[src/rtl/pload_shreg.sv]
module pload_shreg #(
  parameter int WIDTH = 8
) (
  input  logic             clk,
  input  logic             clr_n,
  input  logic             inhibit,
  input  logic             shift_nload,
  input  logic             ser,
  input  logic [WIDTH-1:0] par_in,
  output logic             q_out
);

  logic [WIDTH-1:0] stage;
  logic [WIDTH-1:0] shifted;

  assign shifted = {stage[WIDTH-2:0], ser};

  always_ff @(posedge clk or negedge clr_n) begin
    if (!clr_n)
      stage <= '0;
    else if (!inhibit)
      stage <= shift_nload ? shifted : par_in;
  end

  assign q_out = stage[WIDTH-1];

endmodule

[config.mk]
export PLATFORM = sky130hd
export DESIGN_NAME = pload_shreg
export DESIGN_NICKNAME = d
export VERILOG_FILES = /design/src/rtl/pload_shreg.sv
export SDC_FILE = /design/constraint.sdc
export NUM_CORES = 1
export LEC_CHECK = 0
export ABC_CLOCK_PERIOD_IN_PS = 800
export BUFFER_PORTS_ARGS = -buffer_cell sky130_fd_sc_hd__buf_2
export CORE_AREA = 2 2 39 41
export DETAILED_ROUTE_END_ITERATION = 8
export DIE_AREA = 0 0 41 43
export HOLD_SLACK_MARGIN = 0.15
export PLACE_DENSITY = 0.61
export SLEW_MARGIN = 20
export SYNTH_ARGS = -nofsm -noshare
export SYNTH_HDL_FRONTEND = slang
export SYNTH_SLANG_ARGS = --single-unit
export TNS_END_PERCENT = 50
[constraint.sdc]
create_clock -name clk -period 0.8 [get_ports clk]
set_clock_uncertainty 0.05 [all_clocks]
set_input_delay 0 -clock clk [delete_from_list [all_inputs] [get_ports clk]]
set_output_delay 0 -clock clk [all_outputs]
set_load 0.05 [all_outputs]
; Yosys cells after proc, flatten, opt, wreduce, memory -nomap -nowiden
; Cells that the tools add are included.
[classes]
mux = 1
[ops]
columns = operator, count
row1 = 2-to-1 mux 8 bit, 1
[word_totals]
reg_bits = 8
inputBits = 13
out_inout_bits = 1
word_cells = 2

; Longest topological paths before layout
; Gate-level depths: netlist (run 1).
[depth]
depth_word = 1
depth_mapped = 3
mapped_depth_nobuf = 2

; Worst setup path after synthesis (run 1)
; Ideal clock, no wire load.
[synth_timing]
path_type = reg2reg
start = reg, netlist name stage[7]
end = reg stage[7]
setup_time_ps = 122
arrival_ps = 722
required_time_ps = 628
path_slack_ps = -94
stages_incl_launch_ff = 3
path_buffers = 0
period_less_slack_ps = 894
cell_sequence = dfrtp_1 nand2_1 o21ai_1
[synth_rtl]
columns = element, line_no
row1 = to (signal assigned), 22  ; stage <= shift_nload ? shifted : par_in;
row2 = to (decl), 13  ; logic [WIDTH-1:0] stage;

; Final worst setup path (run 1)
[layout_timing]
start = reg stage[7]
end = out q_out
[layout_rtl]
columns = element, line_no
row1 = to (decl), 10  ; output logic q_out
; No word-level cell between the ends.

==> impl_metrics.tcl, run 1 <==
set metrics [dict create \
    antennaDiodeCount 0 \
    min_path_type "in2reg" \
    die_height_um 43 \
    rows 14 \
    layout.cells.non_filler 75 \
    area_growth_pct 52.7 \
    firstDrtPassIters 2 \
    die_area_um2 1760 \
    die_width_um 41 \
    required_ns 0.75 \
    vias 333 \
    placed_cell_area_um2 437 \
    post_drt_wl_per_cell_um 9.76 \
    cp_slowest_cell "dfrtp_2" \
    critPathLaunchType "register" \
    tightest_slew_ns 0.255 \
    gp_congestion 0.626 \
    synth_cell_types 5 \
    synth_mux_area_frac 0.215 \
    antenna_found_initial 0 \
    biggestRegsByFlops "stage x8" \
    cts_buffers 3 \
    cp_top_family "flip-flops" \
    grt_pass1_vias 301 \
    dpl.cell_count 61 \
    fmax_mhz 1160 \
    clkLatencyLatePin_ns 0.25 \
    tns_ns -0.0608 \
    synth-xor-area-share 0 \
    status "finished with violations" \
    worst_ep_arrival_time_ns 0.81 \
    place_hpwl_um 519 \
    grt_pass1_wl_mm 1.12 \
    critPathCaptureType "primary output" \
    yosysWarnings 0 \
    final_area_um2 569 \
    regMostFlops "stage" \
    core_um2 1380 \
    crit_start "stage[7]" \
    hold_viol_final 0 \
    synth_top_family_by_area "multiplexers" \
    fin_nets 73 \
    rsz0062_at_grt "yes" \
    ios 14 \
    synth_top_area_frac 0.537 \
    cts_root_buf "clkbuf_4" \
    drtIter0Drc 3 \
    drt.antenna.violating_nets 0 \
    path_class "reg2out" \
    avgSynthCellArea_um2 11.0 \
    drive_above_1_share 0.288 \
    syn-cell-area_um2 373 \
    postCtsHoldBufs 10 \
    cap_viol_max_count 0 \
    synth_fa_ha_area_frac 0 \
    crit_path_cell_trace "buf_6" \
    finalMaxSlewViolations 0 \
    min_from "inhibit" \
    drc 0 \
    largest_register_ffs 8 \
    grt.total_usage 0.0973 \
    via_per_inst 4.44 \
    port_buffers 13 \
    leakage_nw 0.279 \
    synth_top_area_cell "dfrtp_1" \
    vdd_ir_drop_max_uv 751 \
    period_share 1.08 \
    grt_overflow 0 \
    powerDensity_nw_per_um2 1790 \
    cts_sinks 8 \
    grt_max_degree 17 \
    slew_headroom 0.830 \
    syn_inst 34 \
    finalSetupViolCount 1 \
    worst-path-max-fanout 2 \
    cpPeakStageDelay_ns 0.41 \
    cp_num_buf_inv 1 \
    finalWorstPathRequiredPeriod_ns 0.861 \
    failed_checks "setup timing" \
    setup_ws_ns -0.0608 \
    cts_tree "built" \
    cts_buffer_depth 2 \
    reg2reg_from "stage[4]" \
    synth_compound_area_frac 0.107 \
    cts_setup_buffers 0 \
    ctsHtreeMaxLevel 1 \
    utilization 0.411 \
    start_util 0.269 \
    fill_cells 151 \
    synth_area_leaders "dfrtp_1, mux2i_1, o21ai_1, nand2_1, buf_6" \
    synth-seq-area-share 0.537 \
    synth-simple-area-share 0.0805 \
    syn-num-nets 47 \
    wirelength_um 732 \
    ys_seq_elements 8 \
    cts.clk_slew.worst_paths_ns 0.06 \
]
-- report_power, final --
part | leakage, nW | switching (W) | internal, W
sequential | 0.0979 | 0.0000268 | 0.000457
clock | 0.0150 | 0.000139 | 0.000191
combinational | 0.167 | 0.0000952 | 0.000108
-- kinds of logic after synthesis --
group	after synthesis
AOI/OAI and AO/OA	8
muxes	8
buffers and inverters	2
and+or+nand+nor	8
DFF	8
-- final timing paths --
check / endpoint / slack (ns) / depth (start not counted)
worst max register to register: stage[5] / 0.04 / 2
worst min register to register: stage[3] / 0.43 / 2
min in group asynchronous: stage[6] / 0.07 / 2
max in group asynchronous: stage[7] / 0.45 / 2
worst min-delay path: stage[7] / 0.06 / 3
worst max-delay path: q_out / -0.06 / 1
-- cells in the mapped netlist --
cell type / count
mux2i_1: 8
o21ai_1: 8
buf_6: 2
dfrtp_1: 8
nand2_1: 8
-- cell type report --
type                    instances  area [um2]  area share
well taps                      16        20.0      0.0352
clock buffers                   4        26.3      0.0462
multi-input cells              24         150       0.264
repair buffers                 23         171       0.301
flip-flops and latches          8         201       0.354
-- metrics by stage --
| step | total power, W | worst slack (ns) | hold WS (ns) |
|---|---|---|---|
| finish | 0.00102 | -0.0608 | 0.0604 |
| floorplan | 0.000596 | 0.00156 | -0.346 |
| global route | 0.00108 | -0.0919 | 0.0753 |
| detailed placement | 0.000651 | 0.0394 | -0.197 |
| CTS | 0.00104 | -0.0766 | 0.0517 |
| global placement | 0.000645 | 0.0478 | -0.200 |
-- routing by layer --
layer	part of all wire	global-route usage	vias to the layer above
met1	0.45	0.103	152
met4	0	0.0400	0
met3	0.083	0.0628	0
met2	0.46	0.147	13
li1	-	-	168
met5	0	0	-
-- cell usage in the layout (no fill, tap or decap) --
cell type	n
buf_2	12
buf_6	1
clkbuf_1	1
clkbuf_4	3
dfrtp_1	7
dfrtp_2	1
dlygate4sd3_1	10
mux2i_1	8
nand2_1	8
o21ai_1	8
-- repair_timing --
item                                    in CTS  in global routing
resized for setup                            2                  0
endpoints found under the setup margin       1                  5
hold endpoints to repair                    16                 16
pin swaps                                    0                  0
No activity file was read; power rests on OpenSTA's default activity.
==> run 2: changes to the inputs <==
--- a/config.mk
+++ b/config.mk
@@ -6,12 +6,12 @@
 export NUM_CORES = 1
 export LEC_CHECK = 0
 export ABC_CLOCK_PERIOD_IN_PS = 800
-export BUFFER_PORTS_ARGS = -buffer_cell sky130_fd_sc_hd__buf_2
 export CORE_AREA = 2 2 39 41
 export DETAILED_ROUTE_END_ITERATION = 8
 export DIE_AREA = 0 0 41 43
-export HOLD_SLACK_MARGIN = 0.15
-export PLACE_DENSITY = 0.61
+export DONT_BUFFER_PORTS = 1
+export HOLD_SLACK_MARGIN = 0.1
+export PLACE_DENSITY = 0.52
 export SLEW_MARGIN = 20
 export SYNTH_ARGS = -nofsm -noshare
 export SYNTH_HDL_FRONTEND = slang
==> impl_metrics.tcl, run 2 (synthesized netlist as in run 1, its figures left out) <==
set metrics [dict create \
    final_cell_mix "mux2i_1, nand2_1, o21ai_1" \
    antenna_found_initial 0 \
    cts_root_buf "clkbuf_4" \
    powerDensity_nw_per_um2 2250 \
    worst_ep_arrival_time_ns 0.82 \
    cts_buffers 3 \
    rows 14 \
    cts_buffer_depth 2 \
    finalSetupViolCount 1 \
    vias 250 \
    failed_checks "hold timing, setup timing" \
    cp.depth 1 \
    status "finished with violations" \
    drc 0 \
    grt_max_degree 17 \
    drtIter0Drc 5 \
    rsz0062_at_grt "yes" \
    postCtsHoldBufs 1 \
    tightest_slew_ns 0.370 \
    hold_end "stage[3]" \
    antennaDiodeCount 0 \
    fill_cells 154 \
    hold_path_depth 1 \
    reg2reg_from "stage[5]" \
    port_buffers 0 \
    ctsHtreeMaxLevel 1 \
    hold_viol_final 8 \
    cp_slowest_cell "dfrtp_2" \
    fin_hold_ws_ns -0.222 \
    post_drt_wl_per_cell_um 12.7 \
    cts_sinks 8 \
    r2r_cells 2 \
    cpPeakStageDelay_ns 0.41 \
    dpl.cell_count 49 \
    clkLatencyLatePin_ns 0.26 \
    rrSetupSlack_ns 0.02 \
    finalWorstPathRequiredPeriod_ns 0.869 \
    min_from "inhibit" \
    fin_nets 52 \
    grt.total_usage 0.107 \
    wirelength_um 684 \
    cts.clk_slew.worst_paths_ns 0.06 \
    finalMaxSlewViolations 0 \
    largest_register_ffs 8 \
    crit_path_cell_trace "buf_6" \
    core_um2 1380 \
    cap_viol_max_count 0 \
    area_growth_pct 12.4 \
    leakage_nw 0.195 \
    path_class "reg2out" \
    gp_congestion 0.610 \
    grt_overflow 0 \
    biggestRegsByFlops "stage x8" \
    firstDrtPassIters 4 \
    setup_ws_ns -0.0692 \
    drive_above_1_share 0.132 \
    layout.cells.non_filler 54 \
    die_area_um2 1760 \
    required_ns 0.75 \
    min_path_type "in2reg" \
    cp_num_buf_inv 1 \
    drt.antenna.violating_nets 0 \
    die_width_um 41 \
    cts_setup_buffers 0 \
    critPathLaunchType "register" \
    rr_endpoint "stage[6]" \
    vdd_ir_drop_max_uv 662 \
    period_share 1.09 \
    grt_pass1_wl_mm 1.15 \
    ios 14 \
    via_per_inst 4.63 \
    cts_tree "built" \
    die_height_um 43 \
    critPathCaptureType "primary output" \
    fmax_mhz 1150 \
    slew_headroom 0.753 \
    cp_top_family "flip-flops" \
    start_util 0.269 \
    regMostFlops "stage" \
    grt_pass1_vias 281 \
    worst-path-max-fanout 2 \
]
[run 2: layer usage]
layer,global-route usage,vias to the layer above,share of wire
met2,0.147,18,0.49
met3,0.0681,2,0.13
li1,-,125,-
met5,0,-,0
met1,0.110,105,0.34
met4,0.0800,0,0.032
[run 2: area by class of cell]
type | count | area, um2 | area share
Sequential cell | 8 | 201 | 0.481
Multi-Input combinational cell | 24 | 150 | 0.358
Tap cell | 16 | 20.0 | 0.0478
Timing Repair Buffer | 2 | 21.3 | 0.0507
Clock buffer | 4 | 26.3 | 0.0627
[run 2: stage by stage]
step / instance area (um2) / utilization / setup TNS, ns / total power, W / setup slack (ns)
6_report: 419 / 0.303 / -0.0692 / 0.000942 / -0.0692
3_3_place_gp: 379 / 0.274 / 0 / 0.000593 / 0.0684
3_5_place_dp: 379 / 0.274 / 0 / 0.000605 / 0.00893
4_1_cts: 419 / 0.303 / -0.0889 / 0.000968 / -0.0888
2_1_floorplan: 374 / - / 0 / 0.000596 / 0.00156
5_1_grt: 419 / 0.303 / -0.151 / 0.00102 / -0.0997
[run 2: power by group]
group          total [W]  switching (W)  internal, W
registers       0.000486      0.0000290     0.000457
logic           0.000125      0.0000644    0.0000606
clock network   0.000331       0.000140     0.000191
[run 2: worst register-to-register path, delay by kind of cell (launching register included)]
kind            cells  cell delay (ns)
compound gates      1             0.08
flops               1             0.38
mux                 1             0.15
[run 2: repair_timing]
item                                    4_1_cts  5_1_grt
endpoints found under the hold margin        16       16
pin swaps                                     0        0
endpoints found under the setup margin        2        4
gates resized for setup                       1        0
[run 2: how the worst max path moves through the flow]
stage | startpoint | end | slack [ns]
after detailed placement | stage[5] | stage[6] | 0.009
after global routing | stage[7] | q_out | -0.1
after floorplan | stage[7] | stage[7] | 0.002
final | stage[7] | q_out | -0.07
after global placement | stage[5] | stage[6] | 0.07
after CTS | stage[7] | q_out | -0.09
==> run 3: changes to the inputs <==
--- a/config.mk
+++ b/config.mk
@@ -12,6 +12,7 @@
 export DONT_BUFFER_PORTS = 1
 export HOLD_SLACK_MARGIN = 0.1
 export PLACE_DENSITY = 0.52
+export RECOVER_POWER = 100
 export SLEW_MARGIN = 20
 export SYNTH_ARGS = -nofsm -noshare
 export SYNTH_HDL_FRONTEND = slang
==> impl_metrics.tcl, run 3 (synthesized netlist as in run 1, its figures left out) <==
set metrics [dict create \
    postCtsHoldBufs 1 \
    crit_path_cell_trace "buf_6" \
    switchingPower_w 0.000233 \
    drt.antenna.violating_nets 0 \
    biggestRegsByFlops "stage x8" \
    finalSetupViolCount 1 \
    tns_ns -0.0692 \
    hold_end "stage[4]" \
    required_ns 0.75 \
    placed_cell_area_um2 379 \
    min_from "inhibit" \
    grt_overflow 0 \
    grt.total_usage 0.107 \
    vias 250 \
    rrSetupSlack_ns 0.02 \
    final_cell_mix "mux2i_1, nand2_1, dfrtp_1" \
    gp_congestion 0.610 \
    ctsHtreeMaxLevel 1 \
    die_area_um2 1760 \
    clkLatencyLatePin_ns 0.26 \
    fin_nets 52 \
    grt_pass1_wl_mm 1.15 \
    drive_above_1_share 0.132 \
    rows 14 \
    regMostFlops "stage" \
    die_width_um 41 \
    reg2reg_from "stage[5]" \
    core_um2 1380 \
    cts_buffers 3 \
    grt_pass1_vias 281 \
    comb_power_share 0.131 \
    finalWorstPathRequiredPeriod_ns 0.869 \
    port_buffers 0 \
    vdd_ir_drop_max_uv 661 \
    status "finished with violations" \
    largest_register_ffs 8 \
    cts_buffer_depth 2 \
    antenna_found_initial 0 \
    die_height_um 43 \
    final_area_um2 419 \
    power.total_w 0.000941 \
    wirelength_um 686 \
    start_util 0.269 \
    cpPeakStageDelay_ns 0.41 \
    powerDensity_nw_per_um2 2240 \
    cts_sinks 8 \
    worst_ep_arrival_time_ns 0.82 \
    clkPwrFrac 0.352 \
    failed_checks "hold timing, setup timing" \
    setup_ws_ns -0.0692 \
    hold_path_depth 1 \
    layout.cells.non_filler 54 \
    path_class "reg2out" \
    ios 14 \
    worst-path-max-fanout 2 \
    r2r_cells 2 \
    critPathLaunchType "register" \
    fin_hold_ws_ns -0.214 \
    post_drt_wl_per_cell_um 12.7 \
    hold_viol_final 8 \
    tightest_slew_ns 0.370 \
    cts_root_buf "clkbuf_4" \
    via_per_inst 4.63 \
    cp_num_buf_inv 1 \
    grt_max_degree 17 \
    critPathCaptureType "primary output" \
    area_growth_pct 12.4 \
    cap_viol_max_count 0 \
    rsz0062_at_grt "yes" \
    cts.clk_slew.worst_paths_ns 0.06 \
    cts_tree "built" \
    finalMaxSlewViolations 0 \
    p_int_w 0.000708 \
    antennaDiodeCount 0 \
    cp_slowest_cell "dfrtp_2" \
    pwr-share-seq 0.517 \
    fill_cells 154 \
    drtIter0Drc 5 \
    period_share 1.09 \
    min_path_type "in2reg" \
    leakage_nw 0.195 \
    drc 0 \
    firstDrtPassIters 4 \
    slew_headroom 0.753 \
    swShare 0.248 \
    dpl.cell_count 49 \
    fmax_mhz 1150 \
    rr_endpoint "stage[6]" \
    cp_top_family "flip-flops" \
]
run 3: cell count changes in the layout (fill, tap and decap cells not counted):
cell     previous run  this run
o21ai_1             8         6
o21ai_0             0         2
run 3: layout make-up:
class                           count  area (um2)  area share
Clock buffer                        4        26.3      0.0627
Multi-Input combinational cell     24         150       0.358
Sequential cell                     8         201       0.481
Tap cell                           16        20.0      0.0478
Timing Repair Buffer                2        21.3      0.0507
run 3: how the worst max path moves through the flow:
| stage | from | endpoint | depth (start not counted) |
|---|---|---|---|
| floorplan | stage[7] | stage[7] | 2 |
| global placement | stage[5] | stage[6] | 2 |
| detailed placement | stage[5] | stage[6] | 2 |
| CTS | stage[7] | q_out | 1 |
| global route | stage[7] | q_out | 1 |
| finish | stage[7] | q_out | 1 |
run 3: through the flow:
step	util	setup slack (ns)
after global routing	0.303	-0.0997
final	0.303	-0.0692
after floorplan	-	0.00156
after CTS	0.303	-0.0888
after detailed placement	0.274	0.00893
after global placement	0.274	0.0684
run 3: per-layer routing:
metal / global-route usage / vias up / part of all wire
li1: - / 125 / -
met1: 0.110 / 105 / 0.34
met2: 0.147 / 18 / 0.49
met3: 0.0681 / 2 / 0.13
met4: 0.0800 / 0 / 0.032
met5: 0 / - / 0
run 3: what timing repair did:
item | in CTS | in global routing
endpoints found under the setup margin | 2 | 4
hold endpoints to repair | 16 | 16
buffers inserted | 0 | 0
gates resized for setup | 1 | 0
run 3: power groups by stage:
stage	logic (W)	clock network [W]	registers, W
2_1_floorplan	0.0000885	0	0.000508
5_1_grt	0.000139	0.000389	0.000492
4_1_cts	0.000128	0.000353	0.000487
6_report	0.000123	0.000331	0.000486
3_5_place_dp	0.000112	0	0.000492
3_3_place_gp	0.000106	0	0.000487
